<file path="src/rtl/flash_seq_pkg.sv">
`timescale 1ns/1ps
package flash_seq_pkg;

  typedef enum logic [2:0] {
    S_IDLE,
    S_FETCH,
    S_WRITE,
    S_POLL,
    S_HALT
  } seq_state_t;

  localparam logic [11:0] UNLK_A0 = 12'h555;
  localparam logic [11:0] UNLK_A1 = 12'h2AA;
  localparam logic [7:0]  UNLK_D0 = 8'hAA;
  localparam logic [7:0]  UNLK_D1 = 8'h55;
  localparam logic [7:0]  PGM_CMD = 8'hA0;

  localparam int POLL_BIT = 7;
  localparam int TMO_BIT  = 5;

endpackage

</file>
<file path="src/rtl/flash_strobe_gen.sv">
`timescale 1ns/1ps
module flash_strobe_gen #(
  parameter int DW     = 16,
  parameter int WE_CYC = 3,
  parameter int RD_CYC = 2
) (
  input  logic          clk,
  input  logic          rst,
  input  logic          wr_go,
  input  logic          rd_go,
  input  logic [DW-1:0] rd_in,
  output logic          we_n,
  output logic          oe_n,
  output logic          cyc_done,
  output logic [DW-1:0] rd_q
);
  localparam int CMAX  = (WE_CYC > RD_CYC) ? WE_CYC : RD_CYC;
  localparam int CNT_W = (CMAX > 1) ? $clog2(CMAX) : 1;

  logic [CNT_W-1:0] cnt;

  always_ff @(posedge clk) begin
    if (rst) begin
      we_n     <= 1'b1;
      oe_n     <= 1'b1;
      cyc_done <= 1'b0;
      cnt      <= '0;
      rd_q     <= '0;
    end else begin
      cyc_done <= 1'b0;
      if (!we_n) begin
        if (cnt == '0) begin
          we_n     <= 1'b1;
          cyc_done <= 1'b1;
        end else begin
          cnt <= cnt - 1'b1;
        end
      end else if (!oe_n) begin
        if (cnt == '0) begin
          oe_n     <= 1'b1;
          cyc_done <= 1'b1;
          rd_q     <= rd_in;
        end else begin
          cnt <= cnt - 1'b1;
        end
      end else if (wr_go) begin
        we_n <= 1'b0;
        cnt  <= CNT_W'(WE_CYC - 1);
      end else if (rd_go) begin
        oe_n <= 1'b0;
        cnt  <= CNT_W'(RD_CYC - 1);
      end
    end
  end


  rw_excl_chk: assert property (@(posedge clk) disable iff (rst)
    !(!we_n && !oe_n));

endmodule

</file>
<file path="src/rtl/flash_poll_eval.sv">
`timescale 1ns/1ps
module flash_poll_eval
  import flash_seq_pkg::*;
#(
  parameter int DW = 16
) (
  input  logic [DW-1:0] rd_word,
  input  logic          tgt_bit,
  input  logic          armed,
  output logic          match,
  output logic          retry,
  output logic          fault
);
  localparam logic [DW-1:0] USED = (DW'(1) << POLL_BIT) | (DW'(1) << TMO_BIT);

  logic unused_bits;
  assign unused_bits = ^(rd_word & ~USED);

  always_comb begin
    match = (rd_word[POLL_BIT] == tgt_bit);
    retry = !match && !armed && rd_word[TMO_BIT];
    fault = !match && armed;
  end

endmodule

</file>
<file path="src/rtl/flash_word_track.sv">
`timescale 1ns/1ps
module flash_word_track #(
  parameter int AW = 20,
  parameter int CW = 20
) (
  input  logic          clk,
  input  logic          rst,
  input  logic          load,
  input  logic          advance,
  input  logic [AW-1:0] base_addr,
  input  logic [CW-1:0] count,
  output logic [AW-1:0] cur_addr,
  output logic          last
);
  logic [CW-1:0] remain;

  always_ff @(posedge clk) begin
    if (rst) begin
      cur_addr <= '0;
      remain   <= '0;
    end else if (load) begin
      cur_addr <= base_addr;
      remain   <= count;
    end else if (advance) begin
      cur_addr <= cur_addr + 1'b1;
      remain   <= remain - 1'b1;
    end
  end

  assign last = (remain == CW'(1));

endmodule

</file>
<file path="src/rtl/flash_prog_seq.sv">
`timescale 1ns/1ps
module flash_prog_seq
  import flash_seq_pkg::*;
#(
  parameter int AW     = 20,
  parameter int DW     = 16,
  parameter int CW     = 20,
  parameter int WE_CYC = 3,
  parameter int RD_CYC = 2
) (
  input  logic          clk,
  input  logic          rst,
  input  logic          start,
  input  logic [AW-1:0] start_addr,
  input  logic [CW-1:0] word_count,
  input  logic [DW-1:0] dat_in,
  input  logic          dat_valid,
  output logic          dat_ready,
  output logic [AW-1:0] bus_addr,
  output logic [DW-1:0] bus_wdata,
  input  logic [DW-1:0] bus_rdata,
  output logic          bus_we_n,
  output logic          bus_oe_n,
  output logic          done,
  output logic          error
);
  localparam logic [1:0] LAST_STEP = 2'd3;

  seq_state_t    state;
  logic [1:0]    step;
  logic [1:0]    nxt_step;
  logic [DW-1:0] data_q;
  logic          armed;
  logic          wr_go, rd_go;
  logic          cyc_done;
  logic [DW-1:0] rd_q;
  logic          match, retry, fault;
  logic          load, advance;
  logic [AW-1:0] cur_addr;
  logic          last;
  logic [AW-1:0] wr_addr;
  logic [DW-1:0] wr_data;
  logic          can_start;

  flash_strobe_gen #(.DW(DW), .WE_CYC(WE_CYC), .RD_CYC(RD_CYC)) u_strobe (
    .clk(clk), .rst(rst), .wr_go(wr_go), .rd_go(rd_go), .rd_in(bus_rdata),
    .we_n(bus_we_n), .oe_n(bus_oe_n), .cyc_done(cyc_done), .rd_q(rd_q)
  );

  flash_poll_eval #(.DW(DW)) u_eval (
    .rd_word(rd_q), .tgt_bit(data_q[POLL_BIT]), .armed(armed),
    .match(match), .retry(retry), .fault(fault)
  );

  flash_word_track #(.AW(AW), .CW(CW)) u_track (
    .clk(clk), .rst(rst), .load(load), .advance(advance),
    .base_addr(start_addr), .count(word_count),
    .cur_addr(cur_addr), .last(last)
  );

  assign dat_ready = (state == S_FETCH);
  assign can_start = (state == S_IDLE) || (state == S_HALT);
  assign load      = can_start && start;
  assign advance   = (state == S_POLL) && cyc_done && match && !last;

  always_comb begin
    wr_go = 1'b0;
    rd_go = 1'b0;
    case (state)
      S_FETCH: wr_go = dat_valid;
      S_WRITE: if (cyc_done) begin
                 if (step == LAST_STEP) rd_go = 1'b1;
                 else                   wr_go = 1'b1;
               end
      S_POLL:  if (cyc_done && !match && !fault) rd_go = 1'b1;
      default: ;
    endcase
  end

  always_comb begin
    nxt_step = (state == S_FETCH) ? 2'd0 : step + 2'd1;
    case (nxt_step)
      2'd0:    begin wr_addr = AW'(UNLK_A0); wr_data = DW'(UNLK_D0); end
      2'd1:    begin wr_addr = AW'(UNLK_A1); wr_data = DW'(UNLK_D1); end
      2'd2:    begin wr_addr = AW'(UNLK_A0); wr_data = DW'(PGM_CMD); end
      default: begin wr_addr = cur_addr;     wr_data = data_q;       end
    endcase
  end

  always_ff @(posedge clk) begin
    if (rst) begin
      state     <= S_IDLE;
      step      <= 2'd0;
      data_q    <= '0;
      armed     <= 1'b0;
      done      <= 1'b0;
      error     <= 1'b0;
      bus_addr  <= '0;
      bus_wdata <= '0;
    end else begin
      done <= 1'b0;
      if (wr_go) begin
        bus_addr  <= wr_addr;
        bus_wdata <= wr_data;
        step      <= nxt_step;
      end
      case (state)
        S_IDLE, S_HALT: begin
          if (start) begin
            error <= 1'b0;
            if (word_count == '0) begin
              done  <= 1'b1;
              state <= S_IDLE;
            end else begin
              state <= S_FETCH;
            end
          end
        end
        S_FETCH: begin
          if (dat_valid) begin
            data_q <= dat_in;
            armed  <= 1'b0;
            state  <= S_WRITE;
          end
        end
        S_WRITE: begin
          if (cyc_done && step == LAST_STEP) state <= S_POLL;
        end
        S_POLL: begin
          if (cyc_done) begin
            if (match) begin
              armed <= 1'b0;
              if (last) begin
                done  <= 1'b1;
                state <= S_IDLE;
              end else begin
                state <= S_FETCH;
              end
            end else if (fault) begin
              error <= 1'b1;
              state <= S_HALT;
            end else if (retry) begin
              armed <= 1'b1;
            end
          end
        end
        default: state <= S_IDLE;
      endcase
    end
  end


  wr_hold_chk: assert property (@(posedge clk) disable iff (rst)
    (!bus_we_n && $past(!bus_we_n)) |-> ($stable(bus_addr) && $stable(bus_wdata)));


  fetch_idle_chk: assert property (@(posedge clk) disable iff (rst)
    dat_ready |-> (bus_we_n && bus_oe_n));


  done_pulse_chk: assert property (@(posedge clk) disable iff (rst)
    (done && !start) |=> !done);


  halt_quiet_chk: assert property (@(posedge clk) disable iff (rst)
    error |-> (bus_we_n && bus_oe_n && !dat_ready));


  err_sticky_chk: assert property (@(posedge clk) disable iff (rst)
    (error && !start) |=> error);

endmodule

</file>
<file path="config.mk">
export PLATFORM = sky130hd
export DESIGN_NAME = flash_prog_seq
export DESIGN_NICKNAME = d
export VERILOG_FILES = /design/src/rtl/flash_seq_pkg.sv /design/src/rtl/flash_strobe_gen.sv /design/src/rtl/flash_poll_eval.sv /design/src/rtl/flash_word_track.sv /design/src/rtl/flash_prog_seq.sv
export SDC_FILE = /design/constraint.sdc
export NUM_CORES = 1
export LEC_CHECK = 0
export BUFFER_PORTS_ARGS = -buffer_cell sky130_fd_sc_hd__buf_2
export CAP_MARGIN = 20
export CORE_MARGIN = 5
export CORE_UTILIZATION = 50
export DETAILED_ROUTE_END_ITERATION = 12
export GPL_TIMING_DRIVEN = 0
export PLACE_DENSITY = 0.82
export SLEW_MARGIN = 20
export SYNTH_ARGS = -nofsm -noshare
export SYNTH_HDL_FRONTEND = slang
export SYNTH_HIERARCHICAL = 1
export SYNTH_SLANG_ARGS = --single-unit
</file>
<file path="constraint.sdc">
create_clock -name clk -period 3.25 [get_ports clk]
set_clock_uncertainty 0.05 [all_clocks]
set_input_delay 0.325 -clock clk [delete_from_list [all_inputs] [get_ports clk]]
set_output_delay 0.325 -clock clk [all_outputs]
set_load 0.05 [all_outputs]
</file>
==> run_results.csv <==
group,metric,value,unit
finish,stdcell_count,893,
sta,clock.fmax,318,MHz
finish,final_core_util,0.613,
routing,routedWlPerCell,16.3,um
setup_path,start_kind,"register",
finish,antenna-diode-count,0,
setup_path,timing.rr.end,"u_track/remain[15]",
clocking,cts_buffers,9,
clocking,cts_buffer_depth,2,
setup_path,path_max_fanout,7,
die,die_y,111,um
sta,tightest_slew,670,ps
hold_path,hold_path_class,"input port to register",
power_and_ir_drop,swShare,0.333,
clocking,cts-root-buf,"clkbuf_8",
sta,layout_setup_ws,104,ps
setup_path,r2r_cells,10,
power_and_ir_drop,p_clk_frac,0.297,
grt,grt_pass1_wl,23600,um
routing,ant_nets,0,
synth,synth_nets,706,
placed_design,portBuffers,102,
power_and_ir_drop,p_int,2.04,mW
power_and_ir_drop,p_leak,2.37,nW
die,start_util,0.505,
routing,drt_iter0_drc,398,
synth,yosysWarnings,6,
run,max_cap_viol_count,0,
power_and_ir_drop,power.density,491,nW/um2
sta,hold_viol,0,
sta,setup_violations,0,
placed_design,pre_cts_ws,-283,ps
grt,grt_pass1_vias,4961,
synth,synth.cell_area,5120,um2
die,fp-row-count,37,
placed_design,postPlaceCellArea,5800,um2
sta,drv_slew,0,
finish,fin_nets,832,
setup_path,cp.arrival,3360,ps
grt,grtUsageTotal,0.227,
clocking,cts_tree,"done",
sta,rsz0062_at_grt,"false",
die,core_area,10100,um2
setup_path,crit_type,"register to register",
finish,drive_above_1_share,0.243,
power_and_ir_drop,ir_drop,0.250,mV
routing,vias_per_cell,5.79,
setup_path,critical_path_required,3460,ps
finish,area_delta_synth_final,21.4,%
synth,syn_inst,626,
grt,grt_max_degree,22,
status,status,"complete, no violations",
routing,vias,5167,
power_and_ir_drop,comb_power_share,0.209,
routing,drc,0,
routing,totalWireLength,14500,um
setup_path,endpoint,"u_track/remain[15]",
grt,overflow,0,
placed_design,gp_congestion,0.878,
sta,finalWorstPathRequiredPeriod,3150,ps
finish,fill_cells,885,
die,dieArea,12400,um2
placed_design,place_inst,864,
grt,antenna_found_initial,0,
sta,fin_crit_sh,0.968,
placed_design,dp_hpwl,10700,um
finish,fin_area,6220,um2
clocking,clkSinkCount,107,
setup_path,ff2ff_setup_slack,100,ps
die,die_x,111,um
clocking,clkTransAtPathRegs,120,ps
routing,first_pass_iters,6,
setup_path,end_kind,"register",
die,io_pins,117,
sta,slew_headroom,0.550,
power_and_ir_drop,p_sw,1.02,mW
clocking,clk_latency,380,ps
setup_path,critPathLaunch,"u_track/remain[14]",
power_and_ir_drop,seqPwrFrac,0.494,
synth,synth_area_per_cell,8.18,um2
clocking,cts-htree-levels,3,
setup_path,worstReg2RegStart,"u_track/remain[14]",
-- power by group through the flow --
stage	sequential, mW	combinational (mW)	clock [mW]
global route	1.52	0.694	0.966
floorplan	1.56	0.376	0
detailed placement	1.54	0.587	0
CTS	1.50	0.625	0.919
global placement	1.53	0.572	0
finish	1.51	0.637	0.908
-- cell type report --
| type | count | area [um2] | share of cell area |
|---|---|---|---|
| buffer | 45 | 243 | 0.0390 |
| clock buffer | 9 | 124 | 0.0199 |
| clock inverter | 7 | 100 | 0.0161 |
| inverter | 16 | 60.1 | 0.00966 |
| multi-input combinational | 457 | 2760 | 0.443 |
| sequential | 107 | 2150 | 0.345 |
| tap | 136 | 170 | 0.0274 |
| timing repair buffer | 116 | 616 | 0.0990 |
-- sequential cells by signal, indices dropped and copies added, names as in the netlist, 2 cells and up --
signal,cells
u_track/remain,20
bus_addr,20
u_strobe/cnt,2
data_q,16
bus_wdata,16
u_track/cur_addr,20
step,2
u_strobe/rd_q,2
state,3
-- routing by layer --
layer	wire, um	track usage	vias to the layer above
met4	365	0.0860	0
met2	7100	0.386	215
met1	6220	0.286	2413
met3	858	0.0404	38
li1	-	-	2501
met5	0	0	-
-- what timing repair did --
action	CTS	global route
endpoints found under the hold margin	0	0
endpoints found under the setup margin	31	28
buffers inserted	7	7
hold buffers	0	0
resized for setup	22	15
pin swaps	4	8
-- placed cells by master, fill, tap and decap left out, drive strengths merged, types with 3 or more instances in the layout --
master     n
or4        5
inv       20
nand2b     4
xnor2     21
nor4      19
dfxtp    107
nand2     92
a22oi     17
nand3     16
or3        8
ha         4
mux2i      3
nand4      8
clkbuf    32
or2        4
xor2       3
a211oi    30
a31oi      8
or3b       4
nor3      20
nor2b      4
and4       6
nand3b     6
a2111oi    6
nor3b      4
o22ai      3
nor2      65
nor4b      3
o21ai     19
o211ai     3
a311oi     3
buf      138
a21oi     50
-- metrics by stage --
step	setup TNS, ps	power [mW]	hold slack, ps
floorplan	0	1.93	376
global placement	-3140	2.10	386
detailed placement	-2970	2.12	391
CTS	0	3.05	101
global route	0	3.18	98.4
finish	0	3.05	108
-- critical path, stage by stage (launching register included) --
cell and delay, ps:
dfxtp_1 340, or4_4 530, or2_4 270, or4_4 490, nor4_4 270, nor2b_1 90, and2_4 200, or4b_4 230
nor2_1 70, and4_1 200, a2111oi_1 280
-- how the worst min path moves through the flow --
stage | cells after the start | slack [ps] | to | start
floorplan | 1 | 380 | u_strobe/we_n | rst
detailed placement | 2 | 390 | bus_addr[7] | bus_addr[7]
global route | 3 | 100 | data_q[9] | dat_in[9]
global placement | 2 | 390 | bus_wdata[2] | bus_wdata[2]
CTS | 3 | 100 | data_q[7] | dat_in[7]
finish | 3 | 110 | data_q[7] | dat_in[7]
No activity file was read; power rests on OpenSTA's default activity.
